$ cat config.mk
export PLATFORM = sky130hd
export DESIGN_NAME = stat_sync_ctrl
export DESIGN_NICKNAME = d
export VERILOG_FILES = /design/src/rtl/stat_sync_pkg.sv /design/src/rtl/stat_sync_framer.sv /design/src/rtl/stat_sync_fsm.sv /design/src/rtl/stat_sync_txsel.sv /design/src/rtl/stat_sync_ctrl.sv
export SDC_FILE = /design/constraint.sdc
export NUM_CORES = 1
export LEC_CHECK = 0
export ABC_AREA = 0
export BUFFER_PORTS_ARGS = -buffer_cell sky130_fd_sc_hd__buf_2
export CAP_MARGIN = 20
export CELL_PAD_IN_SITES_DETAIL_PLACEMENT = 1
export CELL_PAD_IN_SITES_GLOBAL_PLACEMENT = 1
export CORE_ASPECT_RATIO = 0.7
export CORE_MARGIN = 2
export CORE_UTILIZATION = 40
export CTS_BUF_LIST = sky130_fd_sc_hd__clkbuf_4 sky130_fd_sc_hd__clkbuf_8
export DETAILED_ROUTE_END_ITERATION = 10
export HOLD_SLACK_MARGIN = 0.05
export PLACE_DENSITY = 0.87
export SETUP_SLACK_MARGIN = 0.4
export SLEW_MARGIN = 20
export SYNTH_ARGS = -nofsm -noshare
export SYNTH_HDL_FRONTEND = slang
export SYNTH_SLANG_ARGS = --single-unit
$ cat constraint.sdc
create_clock -name clk -period 2.3 [get_ports clk]
set_clock_uncertainty 0.2 [all_clocks]
set_input_delay 0.46 -clock clk [delete_from_list [all_inputs] [get_ports clk]]
set_output_delay 0.46 -clock clk [all_outputs]
set_load 0.01 [all_outputs]
$ cat src/rtl/stat_sync_pkg.sv
package stat_sync_pkg;

    typedef enum logic [1:0] {
        ST_RESET = 2'd0,
        ST_HUNT  = 2'd1,
        ST_SYNC  = 2'd2
    } sync_state_t;

    localparam logic [1:0] KIND_IDLE  = 2'd0;
    localparam logic [1:0] KIND_TRAIN = 2'd1;
    localparam logic [1:0] KIND_DATA  = 2'd2;

    localparam logic [1:0] FRAME_CODE = 2'b11;
    localparam logic [1:0] SATISFIED  = 2'b10;
    localparam logic [1:0] PAR_SEED   = 2'b11;

    // One step of the diagonal parity: rotate the 2-bit accumulator, fold in the word.
    function automatic logic [1:0] par_step(input logic [1:0] acc, input logic [1:0] word);
        return {acc[0], acc[1]} ^ word;
    endfunction

endpackage

$ cat src/rtl/stat_sync_framer.sv
module stat_sync_framer
    import stat_sync_pkg::*;
#(
    parameter int NUM_CH = 4,
    localparam int POS_W = $clog2(NUM_CH + 1)
) (
    input  logic             clk,
    input  logic             rst_n,
    input  logic [1:0]       stat_in,
    output logic             cal_we,
    output logic [POS_W-1:0] cal_idx,
    output logic [1:0]       cal_val,
    output logic             chk_valid,
    output logic             chk_ok,
    output logic             frame_err
);

    localparam logic [POS_W-1:0] LAST_POS = POS_W'(NUM_CH);

    logic             prev_frame;
    logic             seq_active;
    logic [POS_W-1:0] pos;
    logic [1:0]       acc;
    logic [2:0]       frame_run;

    logic       cur_frame;
    logic       seq_start;
    logic       seq_cont;
    logic       seq_abort;
    logic       par_slot;
    logic [1:0] acc_next;

    always_comb begin
        cur_frame = (stat_in == FRAME_CODE);
        seq_start = !seq_active && prev_frame && !cur_frame;
        seq_cont  = seq_active && (pos < LAST_POS) && !cur_frame;
        seq_abort = seq_active && (pos < LAST_POS) && cur_frame;
        par_slot  = seq_active && (pos == LAST_POS);
        acc_next  = par_step(seq_start ? PAR_SEED : acc, stat_in);

        cal_we    = seq_start || seq_cont;
        cal_idx   = seq_start ? '0 : pos;
        cal_val   = stat_in;
        chk_valid = par_slot;
        chk_ok    = (stat_in == acc);
        frame_err = cur_frame && (frame_run == 3'd3);
    end

    always_ff @(posedge clk or negedge rst_n) begin
        if (!rst_n) begin
            prev_frame <= 1'b0;
            seq_active <= 1'b0;
            pos        <= '0;
            acc        <= PAR_SEED;
            frame_run  <= '0;
        end else begin
            prev_frame <= cur_frame;
            if (seq_start) begin
                seq_active <= 1'b1;
                pos        <= POS_W'(1);
                acc        <= acc_next;
            end else if (seq_cont) begin
                pos        <= pos + POS_W'(1);
                acc        <= acc_next;
            end else if (seq_abort || par_slot) begin
                seq_active <= 1'b0;
            end
            if (!cur_frame)
                frame_run <= '0;
            else if (frame_run != 3'd4)
                frame_run <= frame_run + 3'd1;
        end
    end

    AST_POS_BOUND: assert property (@(posedge clk) disable iff (!rst_n)
        seq_active |-> (pos >= POS_W'(1) && pos <= LAST_POS));
    AST_CHECK_AFTER_CAL: assert property (@(posedge clk) disable iff (!rst_n)
        chk_valid |-> $past(cal_we));

endmodule

$ cat src/rtl/stat_sync_fsm.sv
module stat_sync_fsm
    import stat_sync_pkg::*;
#(
    parameter int MATCH_CNT = 2,
    parameter int ERR_CNT   = 2,
    localparam int CNT_MAX  = (MATCH_CNT > ERR_CNT) ? MATCH_CNT : ERR_CNT,
    localparam int CNT_W    = $clog2(CNT_MAX + 1)
) (
    input  logic        clk,
    input  logic        rst_n,
    input  logic        src_en,
    input  logic        chk_valid,
    input  logic        chk_ok,
    input  logic        frame_err,
    output sync_state_t state,
    output logic        dip_err
);

    sync_state_t      nxt;
    logic [CNT_W-1:0] match_cnt;
    logic [CNT_W-1:0] err_cnt;
    logic             cnt_clear;

    always_comb begin
        nxt = state;
        unique case (state)
            ST_RESET: nxt = ST_HUNT;
            ST_HUNT:  if (src_en && chk_valid && chk_ok &&
                          match_cnt == CNT_W'(MATCH_CNT - 1))
                          nxt = ST_SYNC;
            ST_SYNC:  if (!src_en || frame_err ||
                          (chk_valid && !chk_ok && err_cnt == CNT_W'(ERR_CNT - 1)))
                          nxt = ST_HUNT;
            default:  nxt = ST_RESET;
        endcase
        cnt_clear = (nxt != state) || (state == ST_RESET) ||
                    (state == ST_HUNT && !src_en);
    end

    always_ff @(posedge clk or negedge rst_n) begin
        if (!rst_n) state <= ST_RESET;
        else        state <= nxt;
    end

    always_ff @(posedge clk or negedge rst_n) begin
        if (!rst_n) begin
            match_cnt <= '0;
            err_cnt   <= '0;
            dip_err   <= 1'b0;
        end else begin
            dip_err <= chk_valid && !chk_ok;
            if (cnt_clear) begin
                match_cnt <= '0;
                err_cnt   <= '0;
            end else if (chk_valid) begin
                if (chk_ok) begin
                    if (match_cnt != CNT_W'(CNT_MAX)) match_cnt <= match_cnt + CNT_W'(1);
                    err_cnt <= '0;
                end else begin
                    match_cnt <= '0;
                    if (err_cnt != CNT_W'(CNT_MAX)) err_cnt <= err_cnt + CNT_W'(1);
                end
            end
        end
    end

    AST_RESET_TO_HUNT: assert property (@(posedge clk) disable iff (!rst_n)
        (state == ST_RESET) |=> (state == ST_HUNT));
    AST_HUNT_DISABLED: assert property (@(posedge clk) disable iff (!rst_n)
        (state == ST_HUNT && !src_en) |=> (state != ST_SYNC));
    AST_SYNC_ENTRY: assert property (@(posedge clk) disable iff (!rst_n)
        $rose(state == ST_SYNC) |-> $past(src_en && chk_valid && chk_ok));
    AST_FRAME_LOSS: assert property (@(posedge clk) disable iff (!rst_n)
        (state == ST_SYNC && frame_err) |=> (state == ST_HUNT));
    AST_EN_LOSS: assert property (@(posedge clk) disable iff (!rst_n)
        (state == ST_SYNC && !src_en) |=> (state == ST_HUNT));

endmodule

$ cat src/rtl/stat_sync_txsel.sv
module stat_sync_txsel
    import stat_sync_pkg::*;
#(
    parameter int          DATA_W       = 16,
    parameter int          TRAIN_PERIOD = 8,
    parameter logic [15:0] IDLE_WORD    = 16'h0F0F,
    parameter logic [15:0] TRAIN_WORD   = 16'hF0F0,
    localparam int         TP_W         = (TRAIN_PERIOD > 1) ? $clog2(TRAIN_PERIOD) : 1
) (
    input  logic              clk,
    input  logic              rst_n,
    input  sync_state_t       state,
    input  logic              fifo_vld,
    input  logic [DATA_W-1:0] fifo_data,
    output logic [DATA_W-1:0] tx_data,
    output logic [1:0]        tx_kind,
    output logic              fifo_rd
);

    localparam logic [TP_W-1:0] SLOT_LAST = TP_W'(TRAIN_PERIOD - 1);

    logic [TP_W-1:0] slot;

    always_ff @(posedge clk or negedge rst_n) begin
        if (!rst_n)                  slot <= '0;
        else if (state != ST_SYNC)   slot <= '0;
        else if (slot == SLOT_LAST)  slot <= '0;
        else                         slot <= slot + TP_W'(1);
    end

    always_comb begin
        tx_data = DATA_W'(IDLE_WORD);
        tx_kind = KIND_IDLE;
        fifo_rd = 1'b0;
        unique case (state)
            ST_RESET: ;
            ST_HUNT: begin
                tx_data = DATA_W'(TRAIN_WORD);
                tx_kind = KIND_TRAIN;
            end
            ST_SYNC: begin
                if (slot == SLOT_LAST) begin
                    tx_data = DATA_W'(TRAIN_WORD);
                    tx_kind = KIND_TRAIN;
                end else if (fifo_vld) begin
                    tx_data = fifo_data;
                    tx_kind = KIND_DATA;
                    fifo_rd = 1'b1;
                end
            end
            default: ;
        endcase
    end

    AST_RD_GATED: assert property (@(posedge clk) disable iff (!rst_n)
        fifo_rd |-> (state == ST_SYNC && fifo_vld));
    AST_TRAIN_SINGLE: assert property (@(posedge clk) disable iff (!rst_n)
        (state == ST_SYNC && tx_kind == KIND_TRAIN) |=>
        (state != ST_SYNC || tx_kind != KIND_TRAIN));

endmodule

$ cat src/rtl/stat_sync_ctrl.sv
module stat_sync_ctrl
    import stat_sync_pkg::*;
#(
    parameter int          NUM_CH       = 4,
    parameter int          MATCH_CNT    = 2,
    parameter int          ERR_CNT      = 2,
    parameter int          TRAIN_PERIOD = 8,
    parameter int          DATA_W       = 16,
    parameter logic [15:0] IDLE_WORD    = 16'h0F0F,
    parameter logic [15:0] TRAIN_WORD   = 16'hF0F0
) (
    input  logic                clk,
    input  logic                rst_n,
    input  logic                src_en,
    input  logic [1:0]          stat_in,
    input  logic                fifo_vld,
    input  logic [DATA_W-1:0]   fifo_data,
    output logic                fifo_rd,
    output logic [DATA_W-1:0]   tx_data,
    output logic [1:0]          tx_kind,
    output logic [2*NUM_CH-1:0] user_stat,
    output logic                in_sync,
    output logic                dip_err
);

    localparam int POS_W = $clog2(NUM_CH + 1);

    sync_state_t      state;
    logic             cal_we;
    logic [POS_W-1:0] cal_idx;
    logic [1:0]       cal_val;
    logic             chk_valid;
    logic             chk_ok;
    logic             frame_err;
    logic [2*NUM_CH-1:0] stat_q;

    stat_sync_framer #(.NUM_CH(NUM_CH)) u_framer (
        .clk       (clk),
        .rst_n     (rst_n),
        .stat_in   (stat_in),
        .cal_we    (cal_we),
        .cal_idx   (cal_idx),
        .cal_val   (cal_val),
        .chk_valid (chk_valid),
        .chk_ok    (chk_ok),
        .frame_err (frame_err)
    );

    stat_sync_fsm #(.MATCH_CNT(MATCH_CNT), .ERR_CNT(ERR_CNT)) u_fsm (
        .clk       (clk),
        .rst_n     (rst_n),
        .src_en    (src_en),
        .chk_valid (chk_valid),
        .chk_ok    (chk_ok),
        .frame_err (frame_err),
        .state     (state),
        .dip_err   (dip_err)
    );

    stat_sync_txsel #(
        .DATA_W       (DATA_W),
        .TRAIN_PERIOD (TRAIN_PERIOD),
        .IDLE_WORD    (IDLE_WORD),
        .TRAIN_WORD   (TRAIN_WORD)
    ) u_txsel (
        .clk       (clk),
        .rst_n     (rst_n),
        .state     (state),
        .fifo_vld  (fifo_vld),
        .fifo_data (fifo_data),
        .tx_data   (tx_data),
        .tx_kind   (tx_kind),
        .fifo_rd   (fifo_rd)
    );

    // Per-channel flow-control holding registers, live only in SYNC.
    for (genvar k = 0; k < NUM_CH; k++) begin : g_chan
        always_ff @(posedge clk or negedge rst_n) begin
            if (!rst_n)
                stat_q[2*k +: 2] <= SATISFIED;
            else if (state != ST_SYNC)
                stat_q[2*k +: 2] <= SATISFIED;
            else if (cal_we && cal_idx == POS_W'(k))
                stat_q[2*k +: 2] <= cal_val;
        end
    end

    always_comb begin
        in_sync   = (state == ST_SYNC);
        user_stat = in_sync ? stat_q : {NUM_CH{SATISFIED}};
    end

    AST_STAT_HELD: assert property (@(posedge clk) disable iff (!rst_n)
        (in_sync && $past(in_sync) && !$past(cal_we)) |-> $stable(user_stat));

endmodule

==> results.sh, run 1 <==
export IMPL_finalSetupViolCount=19
export IMPL_yosys_warnings=0
export IMPL_r2r_start="u_framer.pos[1]"
export IMPL_syn_inst=210
export IMPL_synth_area_leader_cell="dfrtp_1"
export IMPL_min_period_ns=2.49
export IMPL_maxCapViolCount=0
export IMPL_start_util=0.424
export IMPL_cp_end_kind="flop"
export IMPL_fin_crit_sh=1.08
export IMPL_dp_slack_ns=0.0469
export IMPL_firstDrtPassIters=5
export IMPL_p_per_area_mw_per_mm2=991
export IMPL_wirelength_um=10800
export IMPL_dr_wl_met2_um=4990
export IMPL_numPortBuffers=50
export IMPL_final_seq_area_um2=711
export IMPL_ys_dominant_reg_cell="dfrtp_1"
export IMPL_p_sw_mw=1.45
export IMPL_clock_latency_ns=0.30
export IMPL_gp_routability_congestion=0.850
export IMPL_layout_drive_gt1_share=0.536
export IMPL_grt_pass1_vias=2209
export IMPL_grt_pass1_wl_um=12400
export IMPL_hold_end="u_txsel.slot[0]"
export IMPL_n_fill_cell=451
export IMPL_worst_slew_pin_slew_ns=0.666
export IMPL_p_comb_frac=0.666
export IMPL_antenna_found_initial=0
export IMPL_timing_rr_end="u_fsm.err_cnt[1]"
export IMPL_p_int_mw=1.61
export IMPL_multi_input_area_mm2=0.00146
export IMPL_dieWidth_um=85.7
export IMPL_slew_violations=0
export IMPL_cts_tree="yes"
export IMPL_synth_cell_types=41
export IMPL_antennaDiodeCount=0
export IMPL_ant_nets=0
export IMPL_die_h_um=61.2
export IMPL_synth_top_area_share=0.295
export IMPL_cts_inserted_buffers=3
export IMPL_slew_limit_headroom=0.556
export IMPL_synthArstFlopShare=1.00
export IMPL_io_pins=51
export IMPL_grt_total_usage=0.321
export IMPL_cts_root_buf="clkbuf_8"
export IMPL_h_tree_depth=1
export IMPL_synthesis_area_mm2=0.00187
export IMPL_wl_per_cell_um=31.0
export IMPL_reg2reg_depth=7
export IMPL_swShare=0.474
export IMPL_whs_path_depth=1
export IMPL_synth_net_count=247
export IMPL_crit_path_start_kind="flop"
export IMPL_via_per_inst=6.50
export IMPL_hold_viol_final=0
export IMPL_die_area_mm2=0.00524
export IMPL_critical_path_required_ns=2.27
export IMPL_nets=333
export IMPL_cts_buffer_depth=2
export IMPL_fmax_ghz=0.401
export IMPL_crit_arrival_ns=2.46
export IMPL_dr_wl_met3_um=1140
export IMPL_avgSynthCellArea_um2=8.90
export IMPL_coreArea_mm2=0.00440
export IMPL_setup_worst_path_class="reg2reg"
export IMPL_power_total_mw=3.05
export IMPL_num_rows=20
export IMPL_vdd_drop_max_v=0.000536
export IMPL_failed_checks="setup timing"
export IMPL_seqPwrFrac=0.230
export IMPL_drt_iter0_drc=309
export IMPL_cts_sinks=28
export IMPL_vias=2276
export IMPL_highest_layer="met4"
export IMPL_fin_setup_tns_ns=-1.29
export IMPL_hp_class="reg2reg"
export IMPL_synth_edff_count=0
export IMPL_drc=0
export IMPL_synth_top_cells_by_area="dfrtp_1, ha_1, dfstp_2"
export IMPL_seq_area_frac_synth=0.379
export IMPL_worstPathMaxFanout=4
export IMPL_worstHoldStart="u_txsel.slot[0]"
export IMPL_overflow=0
export IMPL_rrSetupSlack_ns=-0.19
export IMPL_synth_common_cells="dfrtp_1, nand2_1, nor2_1"
export IMPL_dpl_hpwl_um=4200
export IMPL_drt_met1_wl_um=4090
export IMPL_rsz0062_at_grt="yes"
export IMPL_ys_ff_latch=28
export IMPL_synth_most_common_cell="dfrtp_1"
export IMPL_grt_max_degree=29
export IMPL_p_leak_nw=1.44
export IMPL_hold_ws_ns=0.312
export IMPL_synthToLayoutAreaGrowth_pct=64.9
export IMPL_status="finished with violations"
export IMPL_setup_ws_ns=-0.192
export IMPL_clkTransAtPathRegs_ns=0.12
export IMPL_clkPwrFrac=0.104
==> cell type report <==
cell class | count | share of cell area
tap | 55 | 0.0223
inverter | 15 | 0.0211
timing repair buffer | 88 | 0.237
multi-input combinational | 160 | 0.473
clock buffer | 4 | 0.0158
sequential | 28 | 0.231
==> placed cells by master (no fill, tap or decap), types with 3 or more instances in the layout <==
cell type	n
and2_4	3
nor2_1	15
dfstp_2	6
ha_1	9
buf_4	29
and2_1	4
nand3_1	4
clkbuf_8	3
a21o_1	10
nor2b_1	8
or2_4	3
o21ai_0	3
ha_4	5
nand2_1	19
a21oi_1	6
dfrtp_1	20
o21ai_4	9
nor3_2	3
a21oi_2	6
inv_1	9
nor4_1	4
buf_6	20
nand2b_4	4
buf_2	33
mux2i_1	9
buf_12	3
==> critical path, cell delays in order (launching register included) <==
cell and delay (ns):
dfrtp_1 0.45, inv_2 0.17, ha_4 0.20, and4_1 0.24, o21a_1 0.26, o21ai_1 0.22, a221oi_4 0.49, nor3_1 0.13
==> through the flow <==
| stage | utilization | area, um^2 | instances |
|---|---|---|---|
| floorplan | - | 2080 | 210 |
| global placement | 0.535 | 2350 | 315 |
| detailed placement | 0.535 | 2350 | 315 |
| CTS | 0.622 | 2740 | 337 |
| global route | 0.699 | 3080 | 350 |
| finish | 0.699 | 3080 | 350 |
==> metal layers <==
layer	GRT usage	up-vias
met4	0.109	0
met3	0.0764	66
li1	-	888
met1	0.403	1114
met5	0	-
met2	0.557	208
==> state kept, by name, indices dropped and copies added, names as in the netlist <==
name / flops
stat_q: 8
u_framer.acc: 2
u_framer.frame_run: 3
u_framer.pos: 3
u_framer.prev_frame: 1
u_framer.seq_active: 1
u_fsm.dip_err: 1
u_fsm.err_cnt: 2
u_fsm.match_cnt: 2
u_fsm.state: 2
u_txsel.slot: 3
==> cell families (layout without fill, tap and decap cells) <==
| kind of cell | count (synthesis) | count (layout) | synth area share |
|---|---|---|---|
| xor+xnor | 4 | 4 | 0.0188 |
| fa+ha+maj | 15 | 15 | 0.100 |
| mux | 9 | 9 | 0.0482 |
| buf+inv | 24 | 107 | 0.0556 |
| compound gates | 49 | 49 | 0.176 |
| simple gates | 81 | 83 | 0.222 |
| flops | 28 | 28 | 0.379 |
==> worst max path at each step <==
stage | start | to | slack [ns] | cells past startpoint
2_1_floorplan | stat_in[0] | u_fsm.err_cnt[0] | 0.25 | 6
3_3_place_gp | u_fsm.state[0] | u_fsm.match_cnt[1] | 0.16 | 6
3_5_place_dp | u_fsm.state[1] | u_fsm.match_cnt[0] | 0.05 | 7
4_1_cts | u_fsm.state[0] | tx_data[15] | 0.04 | 7
5_1_grt | u_framer.pos[1] | u_fsm.match_cnt[1] | -0.19 | 7
6_report | u_framer.pos[1] | u_fsm.err_cnt[1] | -0.19 | 7
==> power by group through the flow <==
stage	registers, mW	logic (mW)	clock network, mW
finish	0.701	2.03	0.318
global route	0.698	2.08	0.323
CTS	0.655	1.50	0.307
detailed placement	0.676	1.17	0
global placement	0.668	1.12	0
floorplan	0.657	0.814	0
==> what timing repair did <==
action	CTS	global route
endpoints found under the hold margin	22	0
setup endpoints to repair	34	36
gates resized for setup	37	47
hold buffers	1	0
setup buffers	14	12
pin swaps	16	17
gates cloned	3	1
Power figures use the tool's default switching activity.
==> run 2, diff against run 1 <==
--- a/config.mk
+++ b/config.mk
@@ -15,6 +15,7 @@
 export CORE_UTILIZATION = 40
 export CTS_BUF_LIST = sky130_fd_sc_hd__clkbuf_4 sky130_fd_sc_hd__clkbuf_8
 export DETAILED_ROUTE_END_ITERATION = 10
+export GPL_TIMING_DRIVEN = 0
 export HOLD_SLACK_MARGIN = 0.05
 export PLACE_DENSITY = 0.87
 export SETUP_SLACK_MARGIN = 0.4
==> run 2 against run 1 <==
Effect of this change:
- global-route usage down 3.7 points
- first-iteration DRC count down 52%
- the flow still finishes with violations (setup timing)
- die area unchanged
==> results.sh, run 2 (synthesis results as in run 1) <==
export IMPL_status="finished with violations"
export IMPL_failed_checks="setup timing"
export IMPL_largest_reg_flops=8
export IMPL_power_total_mw=2.74
export IMPL_seqPwrFrac=0.249
export IMPL_fin_util=0.666
export IMPL_die_h_um=61.2
export IMPL_numPortBuffers=48
export IMPL_cts_root_buf="clkbuf_8"
export IMPL_cts_tree="yes"
export IMPL_top_register="stat_q"
export IMPL_n_fill_cell=473
export IMPL_via_per_inst=5.89
export IMPL_cts_sinks=28
export IMPL_critical_path_required_ns=1.64
export IMPL_finalSetupViolCount=21
export IMPL_vias=2019
export IMPL_final_common_cell="buf_2"
export IMPL_p_sw_mw=1.18
export IMPL_design_area_mm2=0.00293
export IMPL_fmax_ghz=0.408
export IMPL_cts_buffer_depth=2
export IMPL_slew_violations=0
export IMPL_layout_common_cells="buf_2, nand2_1, buf_6, buf_4, dfrtp_1"
export IMPL_firstDrtPassIters=4
export IMPL_maxCapViolCount=0
export IMPL_hold_viol_final=0
export IMPL_grt_total_usage=0.284
export IMPL_start_util=0.424
export IMPL_gp_routability_congestion=0.779
export IMPL_layout_drive_gt1_share=0.476
export IMPL_setup_worst_path_class="reg2out"
export IMPL_coreArea_mm2=0.00440
export IMPL_synthToLayoutAreaGrowth_pct=57.1
export IMPL_swShare=0.430
export IMPL_grt_pass1_wl_um=11200
export IMPL_wirelength_um=8220
export IMPL_dpl_hpwl_um=3950
export IMPL_hp_class="in2reg"
export IMPL_ant_nets=0
export IMPL_cts_inserted_buffers=3
export IMPL_overflow=0
export IMPL_min_period_ns=2.45
export IMPL_drt_iter0_drc=147
export IMPL_num_rows=20
export IMPL_antennaDiodeCount=0
export IMPL_dp_slack_ns=-0.0764
export IMPL_h_tree_depth=1
export IMPL_clkPwrFrac=0.119
export IMPL_setup_ws_ns=-0.153
export IMPL_clock_latency_ns=0.28
export IMPL_p_comb_frac=0.633
export IMPL_worstPathMaxFanout=4
export IMPL_io_pins=51
export IMPL_grt_pass1_vias=2060
export IMPL_cp_end_kind="output pin"
export IMPL_vdd_drop_max_v=0.000430
export IMPL_crit_arrival_ns=1.79
export IMPL_worst_slew_pin_slew_ns=0.688
export IMPL_wl_per_cell_um=24.0
export IMPL_dieWidth_um=85.7
export IMPL_p_per_area_mw_per_mm2=935
export IMPL_dpl_instance_area_mm2=0.00239
export IMPL_drc=0
export IMPL_die_area_mm2=0.00524
export IMPL_nets=326
export IMPL_grt_max_degree=29
export IMPL_antenna_found_initial=0
export IMPL_slew_limit_headroom=0.541
export IMPL_p_leak_nw=1.42
export IMPL_clkTransAtPathRegs_ns=0.11
export IMPL_crit_path_start_kind="flop"
export IMPL_p_int_mw=1.56
export IMPL_fin_crit_sh=1.07
export IMPL_rsz0062_at_grt="yes"
run 2: cell count changes in the layout (fill, tap and decap cells not counted), moves of 3 or more:
cell,before,now
buf_2,33,37
clkbuf_16,1,4
and2_1,4,7
buf_12,3,0
buf_4,29,18
and2_4,3,0
run 2: repair_timing:
| action | in CTS | in global routing |
|---|---|---|
| pin swaps | 13 | 5 |
| buffers inserted | 14 | 9 |
| endpoints found under the setup margin | 33 | 35 |
| hold endpoints to repair | 22 | 0 |
| gates cloned | 2 | 0 |
| gates resized for setup | 40 | 14 |
| hold buffers | 1 | 0 |
run 2: power groups by stage:
stage	clock network (mW)	registers, mW	logic (mW)
after detailed placement	0	0.684	1.14
after global routing	0.342	0.687	1.84
final	0.326	0.682	1.73
after CTS	0.321	0.668	1.46
after floorplan	0	0.657	0.814
after global placement	0	0.676	1.09
run 2: stage by stage:
step                      hold slack (ns)  cells  TNS (ns)
after global routing                0.165    343     -2.44
after floorplan                   -0.0356    210         0
after detailed placement            0.234    313    -0.280
after CTS                           0.163    334   -0.0139
final                               0.162    343     -1.19
after global placement              0.230    313         0
run 2: worst max-delay path, stage by stage, from the launching register on:
cell     delay, ns
dfrtp_1       0.45
ha_4          0.20
ha_4          0.18
buf_6         0.12
a21o_1        0.19
a21oi_2       0.16
nor2b_1       0.07
buf_2         0.15
run 2: final timing paths:
path	start	to	slack [ns]	cells after the start
worst min register to register	u_txsel.slot[0]	u_txsel.slot[0]	0.34	1
worst max register to register	u_fsm.state[0]	u_fsm.err_cnt[1]	-0.05	9
min in group asynchronous	rst_n	stat_q[6]	0.54	2
worst min-delay path	stat_in[0]	u_framer.acc[0]	0.16	2
max in group asynchronous	rst_n	u_framer.pos[2]	0.87	2
worst max-delay path	u_txsel.slot[0]	tx_data[12]	-0.15	7
run 2: routing by layer:
| layer | up-vias | part of all wire | global-route usage |
|---|---|---|---|
| li1 | 877 | - | - |
| met1 | 1030 | 0.40 | 0.349 |
| met2 | 85 | 0.53 | 0.542 |
| met3 | 27 | 0.043 | 0.0429 |
| met4 | 0 | 0.035 | 0.0590 |
| met5 | - | 0 | 0 |
run 2: final cells by class:
class                      instances  area [um^2]  area share
multi-input combinational        158         1350       0.459
inverter                          15         58.8      0.0200
clock buffer                       4         55.1      0.0188
timing repair buffer              74          539       0.184
sequential                        28          713       0.243
tap                               55         68.8      0.0235
buffer                             9          153      0.0520
==> run 3, diff against run 2 <==
--- a/config.mk
+++ b/config.mk
@@ -18,6 +18,7 @@
 export GPL_TIMING_DRIVEN = 0
 export HOLD_SLACK_MARGIN = 0.05
 export PLACE_DENSITY = 0.87
+export RECOVER_POWER = 100
 export SETUP_SLACK_MARGIN = 0.4
 export SLEW_MARGIN = 20
 export SYNTH_ARGS = -nofsm -noshare
==> run 3 against run 2 <==
Effect of this change:
- critical path type unchanged
- the run still ends with setup timing left
- count of clock-buffer cells in the layout unchanged
- sequential share of layout area about the same
- global-route usage unchanged
- via count decreased by 0.74%
==> results.sh, run 3 (synthesis results as in run 1) <==
export IMPL_status="finished with violations"
export IMPL_failed_checks="setup timing"
export IMPL_min_period_ns=2.45
export IMPL_h_tree_depth=1
export IMPL_cts_root_buf="clkbuf_8"
export IMPL_die_h_um=61.2
export IMPL_crit_path_start_kind="flop"
export IMPL_num_rows=20
export IMPL_power_total_mw=2.74
export IMPL_cts_buffer_depth=2
export IMPL_cts_inserted_buffers=3
export IMPL_cp_end_kind="output pin"
export IMPL_numPortBuffers=48
export IMPL_worst_slew_pin_slew_ns=0.765
export IMPL_final_common_cell="buf_2"
export IMPL_layout_common_cells="buf_2, nand2_1, buf_6, buf_4, dfrtp_1"
export IMPL_crit_arrival_ns=1.79
export IMPL_crit_chain="ha_4, ha_4, buf_6, a21o_1, a21oi_2, nor2b_1, buf_2"
export IMPL_grt_pass1_vias=2060
export IMPL_critPathSlowestCell="dfrtp_1"
export IMPL_antennaDiodeCount=0
export IMPL_io_pins=51
export IMPL_fin_util=0.665
export IMPL_ant_nets=0
export IMPL_fin_crit_sh=1.07
export IMPL_rsz0062_at_grt="yes"
export IMPL_setup_ws_ns=-0.152
export IMPL_maxCapViolCount=0
export IMPL_fmax_ghz=0.408
export IMPL_grt_total_usage=0.284
export IMPL_critical_path_required_ns=1.64
export IMPL_max_stage_delay_ns=0.45
export IMPL_grt_max_degree=29
export IMPL_wl_per_cell_um=24.0
export IMPL_dieWidth_um=85.7
export IMPL_crit_path_frequent_cell="ha_4"
export IMPL_gp_routability_congestion=0.779
export IMPL_p_per_area_mw_per_mm2=935
export IMPL_dpl_hpwl_um=3950
export IMPL_coreArea_mm2=0.00440
export IMPL_worstPathMaxFanout=4
export IMPL_setup_worst_path_class="reg2out"
export IMPL_hold_viol_final=0
export IMPL_start_util=0.424
export IMPL_slew_limit_headroom=0.490
export IMPL_vias=2004
export IMPL_firstDrtPassIters=4
export IMPL_layout_drive_gt1_share=0.465
export IMPL_via_per_inst=5.84
export IMPL_overflow=0
export IMPL_wirelength_um=8230
export IMPL_hp_class="in2reg"
export IMPL_drc=0
export IMPL_synthToLayoutAreaGrowth_pct=56.9
export IMPL_antenna_found_initial=0
export IMPL_top_register="stat_q"
export IMPL_largest_reg_flops=8
export IMPL_slew_violations=0
export IMPL_clkTransAtPathRegs_ns=0.11
export IMPL_grt_pass1_wl_um=11200
export IMPL_drt_iter0_drc=147
export IMPL_finalSetupViolCount=21
export IMPL_cts_tree="yes"
export IMPL_vdd_drop_max_v=0.000431
export IMPL_die_area_mm2=0.00524
export IMPL_cts_sinks=28
export IMPL_nets=326
export IMPL_p_leak_nw=1.42
export IMPL_clock_latency_ns=0.28
[run 3: repair_timing]
item                                   4_1_cts  5_1_grt
gates cloned                                 2        0
pin swaps                                   13        5
endpoints found under the hold margin       22        0
setup endpoints to repair                   33       35
resized for setup                           40       14
hold buffers                                 1        0
buffers inserted                            14        9
[run 3: stage by stage]
| stage | TNS, ns | cells | cell area (um^2) | setup slack (ns) | hold slack, ns |
|---|---|---|---|---|---|
| after floorplan | 0 | 210 | 2080 | 0.246 | -0.0356 |
| after global placement | 0 | 313 | 2390 | 0.0514 | 0.230 |
| after detailed placement | -0.280 | 313 | 2390 | -0.0764 | 0.234 |
| after CTS | -0.0139 | 334 | 2810 | -0.0133 | 0.163 |
| after global routing | -2.44 | 343 | 2930 | -0.202 | 0.162 |
| final | -1.17 | 343 | 2930 | -0.152 | 0.159 |
[run 3: area by class of cell]
type | instances | area (um^2)
Multi-Input combinational cell | 158 | 1340
Buffer | 9 | 153
Inverter | 15 | 58.8
Tap cell | 55 | 68.8
Timing Repair Buffer | 74 | 538
Fill cell | 473 | 1470
Sequential cell | 28 | 713
Clock buffer | 4 | 55.1
[run 3: report_power, final]
part	total, mW	internal (mW)	leakage [nW]	switching, mW
registers	0.680	0.578	0.354	0.102
clock network	0.325	0.154	0.0288	0.171
logic	1.73	0.830	1.04	0.904
[run 3: path summary, 6_finish.rpt]
path                                  from          endpoint  slack, ns  depth (start not counted)
max                        u_txsel.slot[0]       tx_data[12]      -0.15                          7
max reg2reg                 u_fsm.state[0]  u_fsm.err_cnt[1]      -0.04                          9
min                             stat_in[0]   u_framer.acc[0]       0.16                          2
max in group asynchronous            rst_n   u_framer.pos[2]       0.80                          2
min in group asynchronous            rst_n         stat_q[6]       0.57                          2
min reg2reg                u_txsel.slot[0]   u_txsel.slot[0]       0.34                          1
[run 3: metal layers]
metal	vias to the layer above	global-route usage	wire length [um]
li1	878	-	-
met5	-	0	0
met3	27	0.0429	333
met4	0	0.0590	288
met1	1024	0.349	3290
met2	75	0.542	4320
[run 3: worst max-delay path: cells and delay by family, from the launching register on]
family / cells / cell delay, ns
compound gates: 2 / 0.35
fa+ha+maj: 2 / 0.38
buf+inv: 2 / 0.27
flops: 1 / 0.45
simple gates: 1 / 0.07
